File: config.mk
export PLATFORM = sky130hd
export DESIGN_NAME = cmi_encoder
export DESIGN_NICKNAME = d
export VERILOG_FILES = /design/src/rtl/cmi_pkg.sv /design/src/rtl/cmi_viol_ctl.sv /design/src/rtl/cmi_sym_gen.sv /design/src/rtl/cmi_serializer.sv /design/src/rtl/cmi_encoder.sv
export SDC_FILE = /design/constraint.sdc
export NUM_CORES = 1
export LEC_CHECK = 0
export CAP_MARGIN = 20
export CORE_AREA = 3 3 40 42
export CTS_BUF_LIST = sky130_fd_sc_hd__clkbuf_8 sky130_fd_sc_hd__clkbuf_16
export CTS_CLUSTER_DIAMETER = 40
export DETAILED_ROUTE_END_ITERATION = 10
export DIE_AREA = 0 0 43 45
export PLACE_DENSITY = 0.4
export SYNTH_ARGS = -nofsm -noshare
export SYNTH_HDL_FRONTEND = slang
export SYNTH_SLANG_ARGS = --single-unit
File: constraint.sdc
create_clock -name clk -period 3.1 [get_ports clk]
set_input_delay 0.62 -clock clk [delete_from_list [all_inputs] [get_ports clk]]
set_output_delay 0.62 -clock clk [all_outputs]
set_load 0.05 [all_outputs]
File: src/rtl/cmi_pkg.sv
package cmi_pkg;

    typedef enum logic {
        MODE_NRZ = 1'b0,
        MODE_CMI = 1'b1
    } line_mode_e;

    typedef struct packed {
        logic first;
        logic second;
    } sym_pair_t;

    localparam int DEFAULT_SYNC_STAGES = 2;

    // Half-bit symbol pair for one input bit.
    // lvl is the level the next one is sent at (when no violation).
    function automatic sym_pair_t cmi_code(input logic data, input logic lvl,
                                           input logic viol);
        sym_pair_t p;
        if (data) begin
            p.first  = viol ? ~lvl : lvl;
            p.second = p.first;
        end else begin
            p.first  = viol;
            p.second = ~viol;
        end
        return p;
    endfunction

    function automatic sym_pair_t nrz_code(input logic data);
        sym_pair_t p;
        p.first  = data;
        p.second = data;
        return p;
    endfunction

endpackage

File: src/rtl/cmi_viol_ctl.sv
module cmi_viol_ctl
    import cmi_pkg::*;
#(
    parameter int SYNC_STAGES = DEFAULT_SYNC_STAGES
) (
    input  logic clk,
    input  logic rst,
    input  logic req_async,
    input  logic consume,
    output logic pending,
    output logic req_rise
);
    localparam int CHAIN = SYNC_STAGES + 1;

    logic [CHAIN-1:0] chain_q;

    generate
        for (genvar g = 0; g < CHAIN; g++) begin : g_sync
            if (g == 0) begin : g_first
                always_ff @(posedge clk) begin
                    if (rst) chain_q[g] <= 1'b0;
                    else     chain_q[g] <= req_async;
                end
            end else begin : g_rest
                always_ff @(posedge clk) begin
                    if (rst) chain_q[g] <= 1'b0;
                    else     chain_q[g] <= chain_q[g-1];
                end
            end
        end
    endgenerate

    assign req_rise = chain_q[CHAIN-2] & ~chain_q[CHAIN-1];

    always_ff @(posedge clk) begin
        if (rst) pending <= 1'b0;
        else     pending <= req_rise | (pending & ~consume);
    end

    assert_consume_clears_R8: assert property (@(posedge clk) disable iff (rst)
        (consume && !req_rise) |=> !pending);
    assert_rise_sets_R8: assert property (@(posedge clk) disable iff (rst)
        req_rise |=> pending);

endmodule

File: src/rtl/cmi_sym_gen.sv
module cmi_sym_gen
    import cmi_pkg::*;
(
    input  logic       clk,
    input  logic       rst,
    input  logic       bit_valid,
    input  logic       bit_data,
    input  line_mode_e mode,
    input  logic       viol_pending,
    output sym_pair_t  pair,
    output logic       viol_consume,
    output logic       ones_lvl
);
    logic      cmi_bit;
    logic      apply_viol;
    sym_pair_t cmi_pair;

    assign cmi_bit      = bit_valid && (mode == MODE_CMI);
    assign apply_viol   = cmi_bit && viol_pending;
    assign viol_consume = apply_viol;

    always_comb begin
        cmi_pair = cmi_code(bit_data, ones_lvl, viol_pending);
        pair     = (mode == MODE_CMI) ? cmi_pair : nrz_code(bit_data);
    end

    // Next ones level follows the level actually sent on the line.
    always_ff @(posedge clk) begin
        if (rst)
            ones_lvl <= 1'b0;
        else if (cmi_bit && bit_data)
            ones_lvl <= ~cmi_pair.first;
    end

    assert_ones_alternate_R2: assert property (@(posedge clk) disable iff (rst)
        (cmi_bit && bit_data && !viol_pending) |=> (ones_lvl != $past(ones_lvl)));
    assert_viol_one_keeps_R7: assert property (@(posedge clk) disable iff (rst)
        (cmi_bit && bit_data && viol_pending) |=> $stable(ones_lvl));
    assert_nrz_freezes_R4: assert property (@(posedge clk) disable iff (rst)
        (bit_valid && mode == MODE_NRZ) |=> $stable(ones_lvl));

endmodule

File: src/rtl/cmi_serializer.sv
module cmi_serializer
    import cmi_pkg::*;
(
    input  logic      clk,
    input  logic      rst,
    input  logic      load,
    input  sym_pair_t pair,
    output logic      line_out
);
    logic out_q;
    logic second_q;
    logic phase_q;
    logic started_q;

    always_ff @(posedge clk) begin
        if (rst) begin
            out_q     <= 1'b0;
            second_q  <= 1'b0;
            phase_q   <= 1'b0;
            started_q <= 1'b0;
        end else if (load) begin
            out_q     <= pair.first;
            second_q  <= pair.second;
            phase_q   <= 1'b1;
            started_q <= 1'b1;
        end else if (phase_q) begin
            out_q   <= second_q;
            phase_q <= 1'b0;
        end
    end

    assign line_out = out_q;

    assert_idle_low_R5: assert property (@(posedge clk) disable iff (rst)
        !started_q |-> !line_out);
    assert_second_half_R3: assert property (@(posedge clk) disable iff (rst)
        (phase_q && !load) |=> (line_out == $past(second_q)));

endmodule

File: src/rtl/cmi_encoder.sv
module cmi_encoder
    import cmi_pkg::*;
#(
    parameter int SYNC_STAGES = DEFAULT_SYNC_STAGES
) (
    input  logic clk,
    input  logic rst,
    input  logic in_valid,
    input  logic in_bit,
    input  logic mode_sel,
    input  logic viol_req,
    output logic line_out
);
    line_mode_e mode;
    sym_pair_t  pair;
    logic       pending;
    logic       rise;
    logic       consume;
    logic       ones_lvl;

    assign mode = line_mode_e'(mode_sel);

    cmi_viol_ctl #(.SYNC_STAGES(SYNC_STAGES)) u_viol (
        .clk       (clk),
        .rst       (rst),
        .req_async (viol_req),
        .consume   (consume),
        .pending   (pending),
        .req_rise  (rise)
    );

    cmi_sym_gen u_gen (
        .clk          (clk),
        .rst          (rst),
        .bit_valid    (in_valid),
        .bit_data     (in_bit),
        .mode         (mode),
        .viol_pending (pending),
        .pair         (pair),
        .viol_consume (consume),
        .ones_lvl     (ones_lvl)
    );

    cmi_serializer u_ser (
        .clk      (clk),
        .rst      (rst),
        .load     (in_valid),
        .pair     (pair),
        .line_out (line_out)
    );

    assert_zero_code_R1: assert property (@(posedge clk) disable iff (rst)
        (in_valid && mode_sel && !in_bit && !pending) |=> !line_out);
    assert_zero_viol_R6: assert property (@(posedge clk) disable iff (rst)
        (in_valid && mode_sel && !in_bit && pending) |=> line_out);
    assert_nrz_path_R4: assert property (@(posedge clk) disable iff (rst)
        (in_valid && !mode_sel) |=> (line_out == $past(in_bit)));
    assert_nrz_keeps_viol_R9: assert property (@(posedge clk) disable iff (rst)
        (in_valid && !mode_sel && pending) |=> pending);

endmodule

==> impl_metrics.tcl <==
set metrics [dict create \
    outcome "completed" \
    post_drt_wl_per_cell_um 11.0 \
    numCtsBuffers 3 \
    ant_nets 0 \
    setup_viol 0 \
    io_pins 7 \
    relSlewSlack 0.671 \
    power_leakage_nw 0.166 \
    portBuffers 6 \
    worst_slew_pin_slew_ns 0.492 \
    drv_cap 0 \
    antenna_found_initial 0 \
    num_rows 13 \
    yosysWarnings 0 \
    synth_ff_type "dfxtp_1" \
    start_util 0.246 \
    hold_class "reg -> reg" \
    clkSinkCount 8 \
    drive_gt1_frac 0.125 \
    critPathMaxStageDelay_ns 0.80 \
    vias_per_cell 4.51 \
    htree_num_levels 1 \
    required_ns 2.48 \
    grt_usage 0.0753 \
    syn_inst 31 \
    crit_buf_inv 1 \
    totalWireLength_um 604 \
    fin_ws_ns 1.14 \
    cts.clk_slew.worst_paths_ns 0.04 \
    dieArea_um2 1940 \
    fin_util 0.340 \
    cp_top_family "buffers and inverters" \
    area_delta_synth_final_pct 37.9 \
    grt_max_degree 9 \
    layout.nets 48 \
    critPathKind "reg -> out" \
    firstDrtPassIters 3 \
    syn-num-nets 37 \
    timing.final.crit_period_ns 1.96 \
    grt_pass1_wl_um 945 \
    yosysMostFrequentCell "dfxtp_1" \
    cp.arrival_ns 1.34 \
    hpwlAfterDp_um 450 \
    synth.avg_cell_area_um2 10.2 \
    whs_ns 0.451 \
    final_hold_viol_count 0 \
    setup-tns-final_ns 0 \
    synthTopCellsByArea "dfxtp_1, nor2b_1, and4bb_2, nand4_1, nor2_1" \
    path_cells "clkdlybuf4s50_1" \
    critPathCaptureType "output port" \
    clock_tree.buffer_depth 2 \
    synth_cell_types 17 \
    syn_area_um2 317 \
    die_x_um 43 \
    reg2reg_depth 3 \
    drc_errors 0 \
    path_depth 1 \
    antenna_cells 0 \
    synth_top_area_cell "dfxtp_1" \
    hold_buffers 0 \
    critPathMaxFanout 2 \
    fp.dieH_um 45 \
    pre_cts_ws_ns 1.21 \
    fill_cells 139 \
    first_global_vias 246 \
    slew_viol_final 0 \
    cts-root-buf "clkbuf_8" \
    grt_overflow 0 \
    gp_congestion 0.676 \
    clock_skew_ns 0.00124 \
    cts_setup_buffers 0 \
    synth_common_cells "dfxtp_1, nor2b_1, nor2_1" \
    synth_top_area_share 0.506 \
    worst_hold_path.num_cells 1 \
    synth_enable_flop_cells 0 \
    post-route-period-util 0.632 \
    drt_iter0_drc 1 \
    critical_path.startpoint_type "flip-flop" \
    num_vias 248 \
    max_freq_mhz 511 \
    insertion_delay_ns 0.23 \
    coreArea_um2 1280 \
    crit_path_top_delay_cell "clkdlybuf4s50_1" \
    ctsResizeCount 0 \
    rsz0062_at_grt "no" \
    p_per_area_nw_per_um2 600 \
    ys_seq_elements 8 \
    vdd_drop_max_uv 198 \
    yosysSeqAreaShare 0.506 \
    cts_tree "yes" \
    async_flop_share 0 \
]
## stage by stage
step	power (mW)	instance area, µm²	instances
2_1_floorplan	0.127	317	31
3_3_place_gp	0.140	395	52
3_5_place_dp	0.141	395	52
4_1_cts	0.268	437	55
5_1_grt	0.274	437	55
6_report	0.262	437	55
## final timing paths
kind	startpoint	end	slack, ns
setup reg to reg	u_viol.pending	u_ser.second_q	2.03
hold reg to reg	u_viol.chain_q[1]	u_viol.chain_q[2]	0.45
setup / recovery	u_ser.line_out	line_out	1.14
hold / removal	u_viol.chain_q[1]	u_viol.chain_q[2]	0.45
## layer usage
metal  track usage  up-vias  share of wire
met1        0.0683      109           0.44
met3        0.0398        2          0.050
met2         0.111        4           0.50
met4        0.0904        0         0.0083
met5             0        -              0
li1              -      133              -
## cells in the final DEF, fill, tap and decap left out, drive strengths merged, types with 2 or more instances in the layout
master	count
clkbuf	3
dfxtp	8
nor2b	5
a21o	2
clkdlybuf4s50	6
nor2	3
nand4	2
## sequential cells by signal (all words and copies together), names as in the netlist
name            flops
u_ser.phase_q       1
u_viol.chain_q      3
u_ser.line_out      1
u_viol.pending      1
u_ser.second_q      1
u_gen.ones_lvl      1
## power by group
| group | switching (mW) | leakage, nW | internal, mW |
|---|---|---|---|
| logic | 0.0119 | 0.0785 | 0.0146 |
| clock network | 0.0392 | 0.0216 | 0.0840 |
| registers | 0.00352 | 0.0658 | 0.109 |
| total | 0.0547 | 0.166 | 0.207 |
## logic make-up after synthesis
kind of cell / synth area share
AOI/OAI and AO/OA: 0.142
muxes: 0.0316
DFF: 0.506
xor gates and xnor gates: 0.0277
buffers and inverters: 0.0118
and+or+nand+nor: 0.281
## final cells by class
| cell class | instances | area, µm² | share of cell area |
|---|---|---|---|
| clock buffers | 3 | 41.3 | 0.0946 |
| flip-flops and latches | 8 | 160 | 0.367 |
| inverters | 1 | 3.75 | 0.00860 |
| repair buffers | 6 | 60.1 | 0.138 |
| multi-input cells | 22 | 153 | 0.350 |
| well taps | 15 | 18.8 | 0.0430 |
(Power assumes the default switching activity.)
